$ cat src/rtl/wmask_pkg.sv
package wmask_pkg;

    localparam int unsigned BYTE_LANES = 8;
    localparam int unsigned MAX_BURST  = 8;
    localparam int unsigned COL_BITS   = $clog2(MAX_BURST);

    typedef enum logic {
        BURST_SHORT = 1'b0,
        BURST_LONG  = 1'b1
    } burst_sel_e;

    typedef struct packed {
        logic [COL_BITS-1:0]   offset;
        logic [BYTE_LANES-1:0] be;
        burst_sel_e            bsel;
        logic                  ecc_en;
    } wr_req_t;

    typedef enum logic [1:0] {
        ACT_NONE  = 2'd0,
        ACT_BURST = 2'd1,
        ACT_RMW   = 2'd2
    } req_action_e;

    function automatic logic full_word(input logic [BYTE_LANES-1:0] be);
        return &be;
    endfunction

    function automatic req_action_e classify(input logic take, input wr_req_t r);
        if (!take)
            return ACT_NONE;
        if (r.ecc_en && !full_word(r.be))
            return ACT_RMW;
        return ACT_BURST;
    endfunction

endpackage

$ cat src/rtl/wmask_beat_seq.sv
module wmask_beat_seq
    import wmask_pkg::*;
#(
    parameter int unsigned MAX_BL = MAX_BURST
) (
    input  logic                          clk,
    input  logic                          rst,
    input  logic                          start,
    input  burst_sel_e                    bsel,
    input  logic [$clog2(MAX_BL)-1:0]     offset,
    output logic                          active,
    output logic                          first,
    output logic                          last,
    output logic [$clog2(MAX_BL)-1:0]     col
);
    localparam int unsigned CW = $clog2(MAX_BL);
    localparam logic [CW-1:0] LONG_END  = CW'(MAX_BL - 1);
    localparam logic [CW-1:0] SHORT_END = CW'(MAX_BL / 2 - 1);

    logic [CW-1:0] num_q;
    logic [CW-1:0] col_q;
    burst_sel_e    bsel_q;
    logic          act_q;

    logic [CW-1:0] wrap_now;
    logic [CW-1:0] wrap_new;

    assign wrap_now = (bsel_q == BURST_LONG) ? LONG_END : SHORT_END;
    assign wrap_new = (bsel   == BURST_LONG) ? LONG_END : SHORT_END;

    always_ff @(posedge clk) begin
        if (rst) begin
            act_q  <= 1'b0;
            num_q  <= '0;
            col_q  <= '0;
            bsel_q <= BURST_SHORT;
        end else if (start) begin
            act_q  <= 1'b1;
            num_q  <= '0;
            col_q  <= offset & wrap_new;
            bsel_q <= bsel;
        end else if (act_q) begin
            if (num_q == wrap_now) begin
                act_q <= 1'b0;
            end else begin
                num_q <= num_q + 1'b1;
                col_q <= (col_q + 1'b1) & wrap_now;
            end
        end
    end

    assign active = act_q;
    assign first  = act_q && (num_q == '0);
    assign last   = act_q && (num_q == wrap_now);
    assign col    = col_q;

endmodule

$ cat src/rtl/wmask_lane_gen.sv
module wmask_lane_gen #(
    parameter int unsigned LANES = 8
) (
    input  logic             active,
    input  logic             first,
    input  logic [LANES-1:0] be,
    output logic [LANES:0]   mask
);
    logic [LANES-1:0] data_mask;

    for (genvar i = 0; i < LANES; i++) begin : g_lane
        assign data_mask[i] = !(active && first && be[i]);
    end

    assign mask = {(|data_mask), data_mask};

endmodule

$ cat src/rtl/burst_wmask_gen.sv
module burst_wmask_gen
    import wmask_pkg::*;
(
    input  logic                  clk,
    input  logic                  rst,
    input  logic                  req_valid,
    input  logic [COL_BITS-1:0]   req_offset,
    input  logic [BYTE_LANES-1:0] req_be,
    input  logic                  req_bl8,
    input  logic                  req_ecc_en,
    output logic                  req_ready,
    output logic                  beat_valid,
    output logic [BYTE_LANES:0]   beat_mask,
    output logic [COL_BITS-1:0]   beat_col,
    output logic                  beat_last
    ,output logic                 rmw_req
);
    wr_req_t               req;
    req_action_e           action;
    logic                  take;
    logic                  seq_active;
    logic                  seq_first;
    logic                  seq_last;
    logic [BYTE_LANES-1:0] be_q;
    logic                  rmw_q;

    assign req.offset = req_offset;
    assign req.be     = req_be;
    assign req.bsel   = req_bl8 ? BURST_LONG : BURST_SHORT;
    assign req.ecc_en = req_ecc_en;

    assign req_ready = !seq_active || seq_last;
    assign take      = req_valid && req_ready;
    assign action    = classify(take, req);

    always_ff @(posedge clk) begin
        if (rst) begin
            be_q  <= '0;
            rmw_q <= 1'b0;
        end else begin
            rmw_q <= (action == ACT_RMW);
            if (action == ACT_BURST)
                be_q <= req.be;
        end
    end

    wmask_beat_seq #(.MAX_BL(MAX_BURST)) u_seq (
        .clk    (clk),
        .rst    (rst),
        .start  (action == ACT_BURST),
        .bsel   (req.bsel),
        .offset (req.offset),
        .active (seq_active),
        .first  (seq_first),
        .last   (seq_last),
        .col    (beat_col)
    );

    wmask_lane_gen #(.LANES(BYTE_LANES)) u_lanes (
        .active (seq_active),
        .first  (seq_first),
        .be     (be_q),
        .mask   (beat_mask)
    );

    assign beat_valid = seq_active;
    assign beat_last  = seq_last;
    assign rmw_req    = rmw_q;

endmodule

$ cat config.mk
export PLATFORM = sky130hd
export DESIGN_NAME = burst_wmask_gen
export DESIGN_NICKNAME = d
export VERILOG_FILES = /design/src/rtl/wmask_pkg.sv /design/src/rtl/wmask_beat_seq.sv /design/src/rtl/wmask_lane_gen.sv /design/src/rtl/burst_wmask_gen.sv
export SDC_FILE = /design/constraint.sdc
export NUM_CORES = 1
export LEC_CHECK = 0
export BUFFER_PORTS_ARGS = -buffer_cell sky130_fd_sc_hd__buf_2
export CAP_MARGIN = 20
export CORE_AREA = 4 4 46 48
export CTS_BUF_LIST = sky130_fd_sc_hd__clkbuf_2
export CTS_CLUSTER_DIAMETER = 200
export DETAILED_ROUTE_END_ITERATION = 16
export DIE_AREA = 0 0 50 52
export PLACE_DENSITY = 0.95
export SLEW_MARGIN = 20
export SYNTH_ARGS = -nofsm -noshare
export SYNTH_HDL_FRONTEND = slang
export SYNTH_SLANG_ARGS = --single-unit
$ cat constraint.sdc
create_clock -name clk -period 3.2 [get_ports clk]
set_input_delay 0.48 -clock clk [delete_from_list [all_inputs] [get_ports clk]]
set_output_delay 0.48 -clock clk [all_outputs]
set_load 0.005 [all_outputs]
==> impl_metrics.py, run 1 <==
metrics = {
    "timing": {
        "final_max_slew_viol_count": 0,
        "final.min_clock_period_ps": 2560,
        "worst_clock_skew_ps": 17.3,
        "final.setup.tns_ps": 0,
        "fin_crit_share_pct": 79.9,
        "timing.final.setup_violations": 0,
        "maxSlewHeadroom_pct": 62.1,
        "rsz_0062_raised_after_global_routing": "no",
        "max_slew.worst_pin.slew_ps": 569,
        "finalHoldViolations": 0,
        "timing.fmax_mhz": 391,
    },
    "global_routing": {
        "grt_use_met1_pct": 23.1,
        "grtUsageMet3_pct": 2.87,
        "initial_antenna_violation_count": 0,
        "grt-ovfl-total": 0,
        "met2_usage_pct": 35.0,
        "grt_pass1_wl_mm": 4.02,
        "first_global_vias": 907,
        "grt_max_degree": 20,
        "grt-busiest-layer": "met2",
        "grt_util_all_layers_pct": 19.8,
    },
    "finish": {
        "insertedDiodeCount": 0,
        "syn2layout_area_growth_pct": 19.5,
        "number_of_nets_in_the_layout": 159,
        "final_layout_size_suffix_gt1_share_pct": 28.1,
    },
    "drt": {
        "antenna_left": 0,
        "post_drt_wl_per_cell_um": 14.6,
        "drc_errors": 0,
        "1st_iter_drt_viols": 58,
        "drt_pass1_iterations": 4,
        "vias": 985,
        "drt-total-wl_mm": 2.40,
        "avgViaCountPerCell": 6.01,
    },
    "clocking": {
        "root_buffer": "clkbuf_2",
        "cts_hold_buffers": 0,
        "worstSkewPairLatency_ps": 300,
        "clkSlewWorstSetupHoldPaths_ps": 180,
        "cts_tree": "done",
        "cts_setup_buffers": 0,
        "number_of_buffers_added_by_the_clock_tree_synthesis_step": 3,
        "htreeDepth": 1,
        "cts_resized": 0,
        "cts.sinks": 17,
        "clock_tree.buffer_depth": 2,
    },
    "setup_path": {
        "critPathKind": "flip-flop to output port",
        "setup.worst_path.end": "beat_mask[8]",
        "critical_path.reg2reg.startpoint": "u_seq.num_q[2]",
        "critical_path.max_fanout": 8,
        "cp_slowest_stage_delay_ps": 470,
        "critical_path_required_ps": 2720,
        "timing.critical_path.arrival_ps": 2080,
        "r2r_slack_ps": 1590,
        "cp-start-kind": "flip-flop",
        "reg2reg_capture_point": "u_seq.col[2]",
        "endpoint_kind": "output port",
        "worst-r2r-cell-count": 5,
        "worstPathCellList": "inv_1 -> ha_1 -> nand2_1 -> nor2_1 -> nand2_1 -> or3_2 -> buf_2",
        "crit_top_cell": "nand2_1",
        "worst_setup_path_startpoint": "u_seq.num_q[0]",
        "slowest_stage": "or3_2",
    },
    "yosys": {
        "synthesis.instances": 111,
        "share_of_synthesized_flip_flops_with_an_asynchronous_set_or_reset_pct": 0,
        "yosysSeqAreaShare_pct": 37.9,
        "post_synth_main_area_contributors": "dfxtp_1 (38%), nand4_1 (9.1%), o31ai_1 (8.4%)",
        "synth_enable_flop_cells": 0,
        "synth_top_area_share_pct": 37.9,
        "syn_area_um2": 898,
        "synthesis.area_per_instance_um2": 8.09,
        "synth.largest_area_cell": "dfxtp_1",
        "leading_post_synthesis_cells_by_instance_count": "dfxtp_1 (17), nand2_1 (15), a21oi_1 (13), nand4_1 (13), o31ai_1 (10)",
        "synthMostInstantiatedCell": "dfxtp_1",
        "synth-seq-cells": 17,
        "ys.warnings.count": 0,
        "yosys_most_used_dff": "dfxtp_1",
        "synth.net_count": 130,
        "yosysUniqueCellTypes": 28,
    },
    "die": {
        "design.portCount": 32,
        "initial_utilization_pct": 52.6,
        "die_y_um": 52,
        "core-area_um2": 1710,
        "die_area_um2": 2600,
        "row_count": 15,
        "dieWidth_um": 50,
    },
    "power_and_ir_drop": {
        "p_total_uw": 400,
        "irDropWorstVdd_mv": 0.302,
        "pwr_density_cell_nw_per_um2": 373,
        "cellLeakagePower_uw": 0.000419,
    },
    "place": {
        "buffer_ports.inserted": 31,
        "dpl.hpwl_mm": 1.73,
        "globalplace.congestion": 0.818,
    },
    "hold_path": {
        "worst_hold_path_type": "primary input to flip-flop",
    },
    "status": {
        "outcome": "complete, no violations",
    },
    "job": {
        "max_cap_viol_count": 0,
    },
}
[power breakdown]
group	switching (uW)	internal (uW)
sequential	8.40	222
clock	71.2	28.3
combinational	43.2	26.7
total	123	277
[logic make-up after synthesis]
group                    after synthesis  share of synthesized area, %
adder cells (fa/ha/maj)                3                          4.18
AND/OR/NAND/NOR                       39                          22.4
XOR/XNOR                               1                         0.975
AO/OA/AOI/OAI                         36                          26.9
buffers and inverters                 15                          7.66
flip-flops                            17                          37.9
[metal layers]
| layer | share of wire, % | routed length (um) |
|---|---|---|
| met3 | 8.5 | 203 |
| met4 | 1.3 | 31 |
| met2 | 51 | 1220 |
| met1 | 39 | 946 |
| met5 | 0 | 0 |
[stage by stage]
stage | setup WS, ps | std cells | utilization (%) | instance area [um2] | hold slack (ps)
5_1_grt | 464 | 164 | 62.9 | 1070 | 395
3_5_place_dp | 1030 | 160 | 61.7 | 1050 | 465
2_1_floorplan | 1270 | 111 | - | 898 | 449
4_1_cts | 650 | 164 | 62.9 | 1070 | 400
3_3_place_gp | 1100 | 160 | 61.7 | 1050 | 469
6_report | 642 | 164 | 62.9 | 1070 | 411
[state kept, by name, indices dropped and copies added, names as in the netlist]
register,flops
u_seq.bsel_q,1
be_q,8
u_seq.col,3
u_seq.num_q,3
u_seq.active,1
rmw_req,1
[cell usage in the layout, fill, tap and decap left out, types with 3 or more instances in the layout]
cell type	count
dfxtp_1	17
o31ai_1	10
nand2_1	15
o211ai_1	3
a21oi_1	13
ha_1	3
inv_1	5
clkbuf_2	3
nor2_1	3
nand4_1	13
buf_2	31
[worst max-delay path: cells and delay by family, from the launching register on]
family	cells	cell delay [ps]
and+or+nand+nor	4	1040
DFF	1	370
buffers and inverters	2	220
adders and majority gates	1	140
[final cells by class]
type	instances	area, um2
inverter	6	22.5
clock buffer	3	15.0
fill	145	634
multi-input combinational	79	489
tap	25	31.3
timing repair buffer	33	170
clock inverter	1	5.00
sequential	17	340
[worst min-delay path by stage]
stage | slack (ps) | startpoint | to | cells after the start
global route | 400 | req_bl8 | u_seq.bsel_q | 3
detailed placement | 470 | be_q[6] | be_q[6] | 2
global placement | 470 | be_q[6] | be_q[6] | 2
finish | 410 | req_bl8 | u_seq.bsel_q | 3
CTS | 400 | req_bl8 | u_seq.bsel_q | 3
floorplan | 450 | be_q[6] | be_q[6] | 2
No activity file was read; power rests on OpenSTA's default activity.
==> run 2: changes to the inputs <==
- ABC_AREA: not set -> 1
- CORE_AREA: 4 4 46 48 -> 4 4 47 49
- DIE_AREA: 0 0 50 52 -> 0 0 51 53
- PLACE_DENSITY: 0.95 -> 0.9
- clock period: 3.2 -> 2.4 ns (I/O delays scaled with it)
==> run 2 against run 1 <==
  * Design area is 3.8% lower
  * Setup slack worse by 69 ps
  * Sequential power is 36% higher
  * Synthesized cell count is 7.2% higher
  * Count of clock-buffer cells in the layout stayed put
  * Combinational power is 34% higher
  * Critical path depth is 1 lower
  * Clock skew is 3.8 ps lower
  * Total power is 34% higher
==> impl_metrics.py, run 2 <==
metrics = {
    "hold_path": {
        "holdCritStartpoint": "rst",
        "worstHoldEndpoint": "u_seq.col[1]",
        "hold_path_depth": 2,
        "worst_hold_path_type": "primary input to flip-flop",
    },
    "finish": {
        "final_common_cell": "buf_2",
        "final_layout_size_suffix_gt1_share_pct": 27.3,
        "final_area_um2": 1030,
        "leading_cell_types_in_the_layout_fill_and_taps_excluded": "buf_2 (31), nand2_1 (30), dfxtp_1 (17), inv_1 (16), a21oi_1 (15)",
        "largest-register": "be_q",
        "insertedDiodeCount": 0,
        "largest_register_ffs": 8,
        "number_of_nets_in_the_layout": 170,
        "syn2layout_area_growth_pct": 18.7,
        "fillers": 177,
    },
    "timing": {
        "timing.final.setup_violations": 0,
        "worst_clock_skew_ps": 13.5,
        "final_max_slew_viol_count": 0,
        "finalHoldViolations": 0,
        "fin_crit_share_pct": 76.1,
        "max_slew.worst_pin.slew_ps": 314,
        "maxSlewHeadroom_pct": 79.1,
        "timing.fmax_mhz": 548,
        "rsz_0062_raised_after_global_routing": "no",
        "final.min_clock_period_ps": 1830,
        "final.setup.tns_ps": 0,
    },
    "yosys": {
        "synth_enable_flop_cells": 0,
        "leading_post_synthesis_cells_by_instance_count": "nand2_1 (30), dfxtp_1 (17), inv_1 (16), a21oi_1 (15), nor2_1 (10)",
        "post_synth_mux_area_share_pct": 0,
        "synth.largest_area_cell": "dfxtp_1",
        "synth.net_count": 138,
        "ys.warnings.count": 0,
        "yosys.area_share.xor_xnor_pct": 1.01,
        "synth-seq-cells": 17,
        "syn_area_um2": 870,
        "fraction_of_the_mapped_netlist_area_in_compound_gates_pct": 15.8,
        "yosysUniqueCellTypes": 23,
        "synth_area_in_adders_pct": 4.32,
        "synth_top_family_by_area": "simple AND/OR/NAND/NOR gates",
        "synth_top_area_share_pct": 39.1,
        "synthesis.instances": 119,
        "synth_simple_gate_area_share_pct": 27.1,
        "post_synth_main_area_contributors": "dfxtp_1 (39%), nand2_1 (13%), a21oi_1 (8.6%)",
        "share_of_synthesized_flip_flops_with_an_asynchronous_set_or_reset_pct": 0,
        "yosysSeqAreaShare_pct": 39.1,
        "synthMostInstantiatedCell": "nand2_1",
        "synthesis.area_per_instance_um2": 7.31,
        "yosys_most_used_dff": "dfxtp_1",
    },
    "setup_path": {
        "reg2reg_capture_point": "u_seq.col[2]",
        "cp-start-kind": "flip-flop",
        "critical_path.max_fanout": 9,
        "critical_path_required_ps": 2040,
        "timing.critical_path.arrival_ps": 1470,
        "worst-r2r-cell-count": 8,
        "endpoint_kind": "output port",
        "critPathKind": "flip-flop to output port",
        "critical_path.reg2reg.startpoint": "u_seq.num_q[1]",
        "r2r_slack_ps": 860,
    },
    "global_routing": {
        "grt_use_met1_pct": 17.8,
        "first_global_vias": 813,
        "grt_util_all_layers_pct": 15.5,
        "grt-ovfl-total": 0,
        "met2_usage_pct": 26.6,
        "grt_pass1_wl_mm": 3.19,
        "grtUsageMet3_pct": 3.38,
        "grt-busiest-layer": "met2",
        "initial_antenna_violation_count": 0,
        "grt_max_degree": 24,
    },
    "clocking": {
        "clock_tree.buffer_depth": 2,
        "cts_tree": "done",
        "cts.sinks": 17,
        "cts_setup_buffers": 0,
        "cts_hold_buffers": 0,
        "number_of_buffers_added_by_the_clock_tree_synthesis_step": 3,
        "clkSlewWorstSetupHoldPaths_ps": 170,
        "worstSkewPairLatency_ps": 300,
        "cts_resized": 0,
        "htreeDepth": 1,
        "root_buffer": "clkbuf_2",
    },
    "drt": {
        "drt_pass1_iterations": 4,
        "drt-total-wl_mm": 1.84,
        "avgViaCountPerCell": 4.67,
        "antenna_left": 0,
        "post_drt_wl_per_cell_um": 10.4,
        "1st_iter_drt_viols": 26,
        "vias": 827,
        "drc_errors": 0,
    },
    "place": {
        "buffer_ports.inserted": 31,
        "globalplace.congestion": 0.872,
        "dpl.hpwl_mm": 1.49,
        "detailed_place.area_um2": 1010,
    },
    "die": {
        "dieWidth_um": 51,
        "initial_utilization_pct": 46.7,
        "die_area_um2": 2700,
        "design.portCount": 32,
        "core-area_um2": 1860,
        "row_count": 16,
        "die_y_um": 53,
    },
    "job": {
        "max_cap_viol_count": 0,
    },
    "power_and_ir_drop": {
        "irDropWorstVdd_mv": 0.311,
        "cellLeakagePower_uw": 0.000461,
        "pwr_density_cell_nw_per_um2": 518,
    },
    "status": {
        "outcome": "complete, no violations",
    },
}
-- run 2: changes by cell type in the layout (fill, tap and decap cells not counted), sizes merged, moves of 3 or more --
cell / delta
inv: +11
nand2: +16
nand3: +3
nand4: -10
nor2: +8
o211ai: -3
o21ai: +9
o31ai: -10
-- run 2: cells by family (layout without fill, tap and decap cells) --
family | Yosys count | after routing
buffers and inverters | 21 | 52
adders and majority gates | 3 | 3
AOI/OAI and AO/OA | 26 | 26
xor gates and xnor gates | 1 | 1
DFF | 17 | 17
and+or+nand+nor | 51 | 51
-- run 2: report_power, final --
part / internal, uW / total, uW / switching, uW / leakage, uW
sequential: 301 / 314 / 13.2 / 0.000140
combinational: 37.9 / 93.8 / 55.9 / 0.000305
clock: 37.7 / 127 / 89.1 / 0.0000164
total: 377 / 535 / 158 / 0.000461
-- run 2: how the worst max path moves through the flow --
| stage | from | to | depth (start not counted) |
|---|---|---|---|
| 2_1_floorplan | u_seq.num_q[0] | beat_mask[8] | 5 |
| 3_3_place_gp | u_seq.num_q[0] | beat_mask[8] | 6 |
| 3_5_place_dp | u_seq.num_q[0] | u_seq.col[1] | 8 |
| 4_1_cts | u_seq.num_q[0] | beat_mask[8] | 6 |
| 5_1_grt | u_seq.num_q[0] | beat_mask[8] | 6 |
| 6_report | u_seq.num_q[0] | beat_mask[8] | 6 |
-- run 2: area by class of cell --
cell class / count / area (um2) / area share (%)
Clock buffer: 3 / 15.0 / 1.45
Multi-Input combinational cell: 81 / 419 / 40.6
Inverter: 17 / 63.8 / 6.18
Tap cell: 27 / 33.8 / 3.27
Sequential cell: 17 / 340 / 33.0
Timing Repair Buffer: 31 / 155 / 15.0
Clock inverter: 1 / 5.00 / 0.485
-- run 2: critical path, stage by stage (launching register included) --
cell	delay, ps
dfxtp_1	360
inv_1	80
ha_1	140
nand2_1	60
nor2_2	270
nand4_1	120
buf_2	140
-- run 2: per-stage QoR --
step	total power (uW)	std cells	util [%]	setup WS (ps)	hold slack, ps
2_1_floorplan	385	119	-	1130	429
3_3_place_gp	410	173	54.4	928	458
3_5_place_dp	414	173	54.4	882	466
4_1_cts	538	177	55.4	536	243
5_1_grt	569	177	55.4	457	225
6_report	535	177	55.4	574	248
-- run 2: metal layers --
| layer | routed length, um | up-vias |
|---|---|---|
| met5 | 0 | - |
| met4 | 44 | 0 |
| met3 | 84 | 5 |
| met2 | 873 | 24 |
| met1 | 833 | 352 |
| li1 | - | 446 |
